--- config.mk ---
export PLATFORM = sky130hd
export DESIGN_NAME = vec_seq7
export DESIGN_NICKNAME = d
export VERILOG_FILES = /design/src/rtl/svs_pkg.sv /design/src/rtl/svs_rst_sync.sv /design/src/rtl/svs_bounds.sv /design/src/rtl/svs_ramp.sv /design/src/rtl/svs_pattern.sv /design/src/rtl/vec_seq7.sv
export SDC_FILE = /design/constraint.sdc
export NUM_CORES = 1
export LEC_CHECK = 0
export ABC_AREA = 1
export BUFFER_PORTS_ARGS = -buffer_cell sky130_fd_sc_hd__buf_2
export CAP_MARGIN = 20
export CORE_ASPECT_RATIO = 1.25
export CORE_MARGIN = 1.5
export CORE_UTILIZATION = 30
export DETAILED_ROUTE_END_ITERATION = 12
export GPL_TIMING_DRIVEN = 0
export PLACE_DENSITY_LB_ADDON = 0.08
export SLEW_MARGIN = 20
export SYNTH_ARGS = -nofsm -noshare
export SYNTH_HDL_FRONTEND = slang
export SYNTH_SLANG_ARGS = --single-unit
--- constraint.sdc ---
create_clock -name clk_i -period 4.81 [get_ports clk_i]
set_clock_uncertainty 0.15 [all_clocks]
set_input_delay 0.2405 -clock clk_i [delete_from_list [all_inputs] [get_ports clk_i]]
set_output_delay 0.2405 -clock clk_i [all_outputs]
set_load 0.1 [all_outputs]
--- src/rtl/svs_pkg.sv ---
package svs_pkg;

  typedef logic [2:0] leg_t;

  typedef enum logic [2:0] {
    SEG_Z0  = 3'd0,
    SEG_L0  = 3'd1,
    SEG_T0  = 3'd2,
    SEG_ALL = 3'd3,
    SEG_T1  = 3'd4,
    SEG_L1  = 3'd5,
    SEG_Z1  = 3'd6
  } seg_e;

  function automatic logic sector_valid(input logic [2:0] s);
    return (s != 3'd0) && (s != 3'd7);
  endfunction

  // first active vector entered from the zero vector
  function automatic leg_t lead_vec(input logic [2:0] s);
    case (s)
      3'd1, 3'd6: return 3'b100;
      3'd2, 3'd3: return 3'b010;
      3'd4, 3'd5: return 3'b001;
      default:    return 3'b000;
    endcase
  endfunction

  // second active vector, adjacent to the all-on vector
  function automatic leg_t trail_vec(input logic [2:0] s);
    case (s)
      3'd1, 3'd2: return 3'b110;
      3'd3, 3'd4: return 3'b011;
      3'd5, 3'd6: return 3'b101;
      default:    return 3'b000;
    endcase
  endfunction

endpackage

--- src/rtl/svs_rst_sync.sv ---
module svs_rst_sync (
  input  logic clk_i,
  input  logic rst_ni,
  output logic rst_no
);
  logic [1:0] sync_q;

  always_ff @(posedge clk_i or negedge rst_ni) begin
    if (!rst_ni) sync_q <= 2'b00;
    else         sync_q <= {sync_q[0], 1'b1};
  end

  assign rst_no = sync_q[1];
endmodule

--- src/rtl/svs_bounds.sv ---
module svs_bounds
  import svs_pkg::*;
#(
  parameter int TW = 12
) (
  input  logic [2:0]           sector_i,
  input  logic [TW-1:0]        tk_i,
  input  logic [TW-1:0]        tk1_i,
  input  logic [TW-1:0]        tz_i,
  output logic [5:0][TW+1:0]   edges_o,
  output logic [TW+1:0]        last_o,
  output leg_t                 lead_o,
  output leg_t                 trail_o,
  output logic                 ok_o
);
  localparam int SW = TW + 2;

  logic [TW-1:0]       lead_t, trail_t;
  logic [5:0][SW-1:0]  inc;
  logic [SW-1:0]       acc;
  logic [SW-1:0]       total;

  always_comb begin
    // odd sectors apply Tk first, even sectors Tk+1 first
    if (sector_i[0]) begin
      lead_t  = tk_i;
      trail_t = tk1_i;
    end else begin
      lead_t  = tk1_i;
      trail_t = tk_i;
    end
    inc[0] = SW'(tz_i >> 2);
    inc[1] = SW'(lead_t >> 1);
    inc[2] = SW'(trail_t >> 1);
    inc[3] = SW'(tz_i >> 1);
    inc[4] = SW'(trail_t >> 1);
    inc[5] = SW'(lead_t >> 1);
    acc = '0;
    for (int i = 0; i < 6; i++) begin
      acc        = acc + inc[i];
      edges_o[i] = acc;
    end
    total  = SW'(tk_i) + SW'(tk1_i) + SW'(tz_i);
    last_o = (total == '0) ? '0 : total - SW'(1);
    lead_o  = lead_vec(sector_i);
    trail_o = trail_vec(sector_i);
    ok_o    = sector_valid(sector_i);
  end
endmodule

--- src/rtl/svs_ramp.sv ---
module svs_ramp
  import svs_pkg::*;
#(
  parameter int TW = 12
) (
  input  logic               clk_i,
  input  logic               rst_ni,
  input  logic [5:0][TW+1:0] edges_i,
  input  logic [TW+1:0]      last_i,
  input  leg_t               lead_i,
  input  leg_t               trail_i,
  input  logic               ok_i,
  output logic [TW+1:0]      cnt_o,
  output logic [5:0][TW+1:0] edges_o,
  output leg_t               lead_o,
  output leg_t               trail_o,
  output logic               ok_o
);
  localparam int SW = TW + 2;

  logic [SW-1:0]      cnt_q, cnt_d;
  logic [SW-1:0]      last_q;
  logic [5:0][SW-1:0] edges_q;
  leg_t               lead_q, trail_q;
  logic               ok_q;
  logic               load_en;

  assign load_en = (cnt_q == last_q);

  always_comb begin
    cnt_d = load_en ? '0 : cnt_q + SW'(1);
  end

  always_ff @(posedge clk_i or negedge rst_ni) begin
    if (!rst_ni) begin
      cnt_q <= '0;
    end else begin
      cnt_q <= cnt_d;
    end
  end

  // timing is captured only on the restart cycle
  always_ff @(posedge clk_i or negedge rst_ni) begin
    if (!rst_ni) begin
      last_q  <= '0;
      edges_q <= '0;
      lead_q  <= '0;
      trail_q <= '0;
      ok_q    <= 1'b0;
    end else if (load_en) begin
      last_q  <= last_i;
      edges_q <= edges_i;
      lead_q  <= lead_i;
      trail_q <= trail_i;
      ok_q    <= ok_i;
    end
  end

  assign cnt_o   = cnt_q;
  assign edges_o = edges_q;
  assign lead_o  = lead_q;
  assign trail_o = trail_q;
  assign ok_o    = ok_q;

  assert_wrap_R2: assert property (@(posedge clk_i) disable iff (!rst_ni)
    load_en |=> (cnt_q == '0));

  assert_cnt_in_range_R2: assert property (@(posedge clk_i) disable iff (!rst_ni)
    cnt_q <= last_q);

  assert_hold_mid_period_R7: assert property (@(posedge clk_i) disable iff (!rst_ni)
    !load_en |=> ($stable(last_q) && $stable(edges_q) && $stable(lead_q)
                  && $stable(trail_q) && $stable(ok_q)));
endmodule

--- src/rtl/svs_pattern.sv ---
module svs_pattern
  import svs_pkg::*;
#(
  parameter int TW = 12
) (
  input  logic               clk_i,
  input  logic               rst_ni,
  input  logic [TW+1:0]      cnt_i,
  input  logic [5:0][TW+1:0] edges_i,
  input  leg_t               lead_i,
  input  leg_t               trail_i,
  input  logic               ok_i,
  output leg_t               upper_o,
  output leg_t               lower_o,
  output logic               sop_o
);
  seg_e seg;
  leg_t vec_d;
  logic sop_d;
  leg_t upper_q, lower_q;
  logic sop_q;

  // smallest edge above the tick selects the part
  always_comb begin
    seg = SEG_Z1;
    for (int i = 5; i >= 0; i--) begin
      if (cnt_i < edges_i[i]) seg = seg_e'(3'(i));
    end
  end

  always_comb begin
    vec_d = 3'b000;
    if (ok_i) begin
      case (seg)
        SEG_L0, SEG_L1: vec_d = lead_i;
        SEG_T0, SEG_T1: vec_d = trail_i;
        SEG_ALL:        vec_d = 3'b111;
        default:        vec_d = 3'b000;
      endcase
    end
    sop_d = (cnt_i == '0);
  end

  always_ff @(posedge clk_i or negedge rst_ni) begin
    if (!rst_ni) begin
      upper_q <= 3'b000;
      lower_q <= 3'b111;
      sop_q   <= 1'b0;
    end else begin
      upper_q <= vec_d;
      lower_q <= ~vec_d;
      sop_q   <= sop_d;
    end
  end

  assign upper_o = upper_q;
  assign lower_o = lower_q;
  assign sop_o   = sop_q;

  assert_complement_R6: assert property (@(posedge clk_i) disable iff (!rst_ni)
    lower_q == ~upper_q);

  assert_fault_off_R8: assert property (@(posedge clk_i) disable iff (!rst_ni)
    !ok_i |=> (upper_q == 3'b000));

  assert_centre_all_on_R3: assert property (@(posedge clk_i) disable iff (!rst_ni)
    (ok_i && seg == SEG_ALL) |=> (upper_q == 3'b111));
endmodule

--- src/rtl/vec_seq7.sv ---
module vec_seq7
  import svs_pkg::*;
#(
  parameter int TW = 12
) (
  input  logic          clk_i,
  input  logic          rst_ni,
  input  logic [2:0]    sector_i,
  input  logic [TW-1:0] tk_i,
  input  logic [TW-1:0] tk1_i,
  input  logic [TW-1:0] tz_i,
  output logic          sop_o,
  output logic [2:0]    upper_o,
  output logic [2:0]    lower_o
);
  localparam int SW = TW + 2;

  logic               rst_n_int;
  logic [5:0][SW-1:0] edges_c, edges_q;
  logic [SW-1:0]      last_c, cnt;
  leg_t               lead_c, trail_c, lead_q, trail_q;
  logic               ok_c, ok_q;

  svs_rst_sync u_rst (
    .clk_i  (clk_i),
    .rst_ni (rst_ni),
    .rst_no (rst_n_int)
  );

  svs_bounds #(.TW(TW)) u_bounds (
    .sector_i (sector_i),
    .tk_i     (tk_i),
    .tk1_i    (tk1_i),
    .tz_i     (tz_i),
    .edges_o  (edges_c),
    .last_o   (last_c),
    .lead_o   (lead_c),
    .trail_o  (trail_c),
    .ok_o     (ok_c)
  );

  svs_ramp #(.TW(TW)) u_ramp (
    .clk_i   (clk_i),
    .rst_ni  (rst_n_int),
    .edges_i (edges_c),
    .last_i  (last_c),
    .lead_i  (lead_c),
    .trail_i (trail_c),
    .ok_i    (ok_c),
    .cnt_o   (cnt),
    .edges_o (edges_q),
    .lead_o  (lead_q),
    .trail_o (trail_q),
    .ok_o    (ok_q)
  );

  svs_pattern #(.TW(TW)) u_pattern (
    .clk_i   (clk_i),
    .rst_ni  (rst_n_int),
    .cnt_i   (cnt),
    .edges_i (edges_q),
    .lead_i  (lead_q),
    .trail_i (trail_q),
    .ok_i    (ok_q),
    .upper_o (upper_o),
    .lower_o (lower_o),
    .sop_o   (sop_o)
  );
endmodule

**Word-level counts from Yosys, hierarchy flattened**

Cells that the tools add are included.

- Register bits after elaboration: 124
- Bits in latches: 0
- Memory bits (writable): 0
- ROM bits: 0
- Bits of input ports: 41
- Output and inout port bits: 7
- Logic and storage cells: 70
- Memories: 0

- Add/subtract/negate cells: 9
- Multiply operators: 0
- Div/mod/pow operators: 0
- Order comparisons: 6
- Eq/ne operators: 13
- Shift-type cells: 0
- Muxes and demuxes: 14
- Bitwise operators: 1
- Reductions and logical operators: 12

Operators with widths:

| operator | count |
|---|---|
| $lt 14x14->1 | 5 |
| $add 14x11->14 | 4 |
| $logic_not 14->1 | 2 |
| $mux 14 | 2 |
| $pmux 3 s3 | 3 |
| $mux 12 | 2 |
| $mux 3 | 6 |
| $reduce_or 2->1 | 8 |
| $eq 3x3->1 const B | 5 |
| $add 14x1->14 const B | 1 |
| $add 14x12->14 | 1 |
| $eq 14x14->1 | 1 |
| $lt 14x10->1 | 1 |
| $sub 14x1->14 const B | 1 |
| $add 12x12->13 | 1 |
| $add 10x11->12 | 1 |
| $eq 3x2->1 const B | 4 |
| $eq 3x1->1 const B | 2 |
| $ne 3x3->1 const B | 1 |
| $not 3->3 | 1 |
| $reduce_bool 3->1 | 1 |
| $mux 2 | 1 |
| $logic_and 1x1->1 | 1 |

**Depth between registers and ports, before layout**

- Depth in word-level cells: 12
- Gate-level depth with buffers: 42
- Gate-level depth less buffers: 41

**Hierarchy**

From an unflattened synthesis, not the netlist that was laid out.

- Cells, all modules: 1769
- Area total of the unflattened synthesis: 12165.4 µm²

By module, submodules not included:

| module | instances | cells an instance | area an instance (µm²) | sequential area each (µm²) |
|---|---|---|---|---|
| svs_ramp | 1 | 613 | 5157.4 | 2977.9 |
| svs_bounds | 1 | 727 | 4370.4 | 0.0 |
| svs_pattern | 1 | 426 | 2583.7 | 178.9 |
| svs_rst_sync | 1 | 3 | 53.8 | 50.0 |

**Least setup slack after synthesis**

No wires, ideal clock.

- Kind: input to register
- From: in sector_i[0]
- To: reg u_ramp.edges_q (netlist bit u_ramp.edges_o[83])
- Setup time: 0.117 ns
- Arrival time: 5.592 ns
- Data required time: 4.543 ns
- Path slack: -1.049 ns
- Stages on the path: 41
- Buffers on the path: 2
- Cells stage by stage: inv_2 clkbuf_1 clkbuf_1 nand2_1 o21ai_0 ha_1 a21oi_1 nand2_1 a31oi_1 xor2_1 ha_1 nand2_1 inv_1 nand2_1 nand2_1 a21oi_1 xnor2_1 ha_1 [5 not listed] nor3_1 nand2_1 nand2_1 nand3_1 nand2_1 nand2_1 nand2_1 inv_1 ha_1 nand2_1 nor2_1 a211oi_1 a21boi_1 nor2_1 nand2_1 nand2_1 nand3_1 nand2_1

RTL lines:

| element | RTL line | text |
|---|---|---|
| start: declaration | vec_seq7.sv:8 | `input logic [2:0] sector_i,` |
| end signal: assignment | svs_ramp.sv:52 | `edges_q <= edges_i;` |
| end: declaration | svs_ramp.sv:23 | `logic [5:0][SW-1:0] edges_q;` |

==> results_dict.tcl <==
set metrics [dict create \
    ys_types 47 \
    firstDrtPassIters 5 \
    cts_buffers 17 \
    rr_endpoint "u_ramp.edges_o[45]" \
    hold_violations 0 \
    drt_iter0_markers 475 \
    grt_max_degree 50 \
    worstMarginPinSlew_ps 1123 \
    synth_seq_area_share_pct 27.53 \
    crit_type "input port to register" \
    slew_headroom_pct 24.33 \
    fin_nets 1909 \
    antenna_found_initial 0 \
    htreeDepth 4 \
    fin_crit_sh_pct 111.2 \
    dieArea_sq_um 37870 \
    start_util_pct 30.41 \
    synth_edf_count 0 \
    place.gp.congestion 0.8906 \
    syn-num-nets 1750 \
    cpPeakStageDelay_ps 270 \
    boundaryPins 48 \
    overflow 0 \
    dp_hpwl_microns 31610 \
    via_per_inst 4.894 \
    layout_common_cells "nand2_1 (352), inv_1 (231), ha_1 (122)" \
    ys_warn_count 0 \
    min-delay-start "tz_i[9]" \
    total_power_mw 9.952 \
    cp-start-kind "input port" \
    status "finished with violations" \
    r2r_cells 8 \
    rsz0062_at_grt "true" \
    r2r_slack_ps 1320 \
    hold_depth 3 \
    fmax_mhz 186.9 \
    die_x_microns 174.4 \
    grt_use_total_pct 22.03 \
    endpoint_kind "register" \
    avgSynthCellArea_sq_um 7.117 \
    layout-drive-gt1-share_pct 23.04 \
    vias 10760 \
    finalWirelength_microns 41040 \
    critPathMaxFanout 6 \
    areaGrowthSynthToFinish_pct 33.78 \
    synthArstFlopShare_pct 100.0 \
    ir_worst_vdd_v 0.0005573 \
    maxCapViolations 0 \
    wl_per_cell_microns 18.66 \
    crit_required_ps 5010 \
    r2r-start "u_ramp.cnt_o[8]" \
    netlist_area_sq_um 11010 \
    period_needed_ps 5351 \
    netlist_instances 1547 \
    die_y_microns 217.2 \
    cp_slowest_cell "ha_4" \
    fin_ws_ps -540.6 \
    pre_cts_ws_ps -2004 \
    final_max_slew_viol_count 0 \
    cts_tree "yes" \
    layout_commonest_cell "nand2_1" \
    io_buffers 47 \
    cp.arrival_ps 5550 \
    diodes 0 \
    cts_num_sinks 121 \
    clkTransAtPathRegs_ps 60 \
    cellLeakagePower_nw 7.521 \
    grt_pass1_vias 10770 \
    drc 0 \
    root_buffer "clkbuf_16" \
    setup_violations 10 \
    ys_seq_elements 121 \
    violations "setup timing" \
    core_area_sq_um 36210 \
    rows 78 \
    power.density_nw_per_um2 675.6 \
    clock_latency_ps 450 \
    path_common_cell "ha_4" \
    holdPathEnd "u_ramp.edges_o[7]" \
    synth-main-ff-cell "dfrtp_1" \
    hold_class "input port to register" \
    final_util_pct 40.68 \
    cts_buffer_depth 2 \
    final_antenna_net_count 0 \
    grt_pass1_wl_microns 62250 \
]
## worst max path at each step
stage,startpoint,end,slack (ps),depth (start not counted)
finish,sector_i[0],u_ramp.edges_o[83],-540,36
global route,sector_i[0],u_ramp.edges_o[82],-810,36
CTS,sector_i[0],u_ramp.edges_o[83],-550,42
detailed placement,sector_i[0],u_ramp.edges_o[83],-2000,40
global placement,sector_i[0],u_ramp.edges_o[82],-2000,33
floorplan,sector_i[0],u_ramp.edges_o[83],-560,39
## layer usage
layer  vias up  global-route usage [%]  part of all wire, %
met4         0                   8.793                  3.4
met5         -                       0                    0
met3        55                   3.040                  2.9
li1       5396                       -                    -
met2       197                   39.20                   50
met1      5114                   26.62                   44
## worst max-delay path: cells and delay by family
kind / cells / cell delay (ps)
AO/OA/AOI/OAI: 12 / 1890
buffers and inverters: 5 / 570
adder cells (fa/ha/maj): 5 / 1280
XOR/XNOR: 4 / 830
AND/OR/NAND/NOR: 10 / 700
## layout make-up
type	count	area (sq um)
Inverter	243	924.6
Timing Repair Buffer	140	1060
Multi-Input combinational cell	1156	8335
Fill cell	3767	21480
Buffer	27	176.4
Clock inverter	10	143.9
Sequential cell	121	3035
Clock buffer	22	454.2
Tap cell	480	600.6
## Yosys cell counts (all sizes together) (7+ instances only)
library cell | count | area [sq um]
a21oi | 103 | 519.3
dfrtp | 118 | 2953
nand2 | 396 | 1494
buf | 10 | 56.30
ha | 155 | 1939
o211ai | 10 | 80.07
xor2 | 37 | 357.9
nand3 | 96 | 490.5
o21ai | 140 | 700.7
nor2 | 91 | 366.6
a21boi | 7 | 52.55
nor3 | 20 | 111.4
nand4 | 24 | 150.1
fa | 7 | 140.1
xnor2 | 26 | 235.2
clkbuf | 17 | 63.81
inv | 242 | 908.4
a31oi | 8 | 50.05
or2 | 8 | 50.05
## flip-flops by register name (all words and copies together), names as in the netlist, 2 cells and up
| signal | cells |
|---|---|
| u_ramp.last_q | 14 |
| u_ramp.lead_o | 3 |
| u_rst.sync_q | 2 |
| u_ramp.edges_o | 77 |
| u_pattern.upper_o | 3 |
| u_pattern.lower_o | 3 |
| u_ramp.cnt_o | 14 |
| u_ramp.trail_o | 3 |
## repair_timing
item,in CTS,in global routing
pin swaps,50,77
hold endpoints to repair,9,0
hold buffers,7,0
gates resized for setup,105,159
buffers inserted,54,31
setup endpoints to repair,22,13
## power breakdown
| part | internal [mW] | switching [mW] |
|---|---|---|
| logic | 3.56 | 4.03 |
| registers | 1.02 | 0.00766 |
| clock network | 0.829 | 0.511 |
| total | 5.41 | 4.55 |
## kinds of logic (layout without fill, tap and decap cells)
group	Yosys count	in the layout	share of synthesized area (%)
flip-flops	121	121	27.53
other	1	1	0.03406
AND/OR/NAND/NOR	640	640	24.49
buffers and inverters	270	442	9.375
adder cells (fa/ha/maj)	162	162	18.89
AO/OA/AOI/OAI	290	290	14.30
XOR/XNOR	63	63	5.386
## metrics by stage
step / area, sq um / hold slack (ps) / std cells / TNS [ps]
4_1_cts: 13670 / 1.243 / 2169 / -3279
2_1_floorplan: 11190 / -205.1 / 1547 / -2679
6_report: 14730 / 32.57 / 2199 / -3081
5_1_grt: 14730 / 30.60 / 2199 / -5739
3_3_place_gp: 12030 / -122.4 / 2074 / -129080
3_5_place_dp: 12080 / -121.2 / 2076 / -27480
Note: power is estimated with default switching activity, not from simulation.
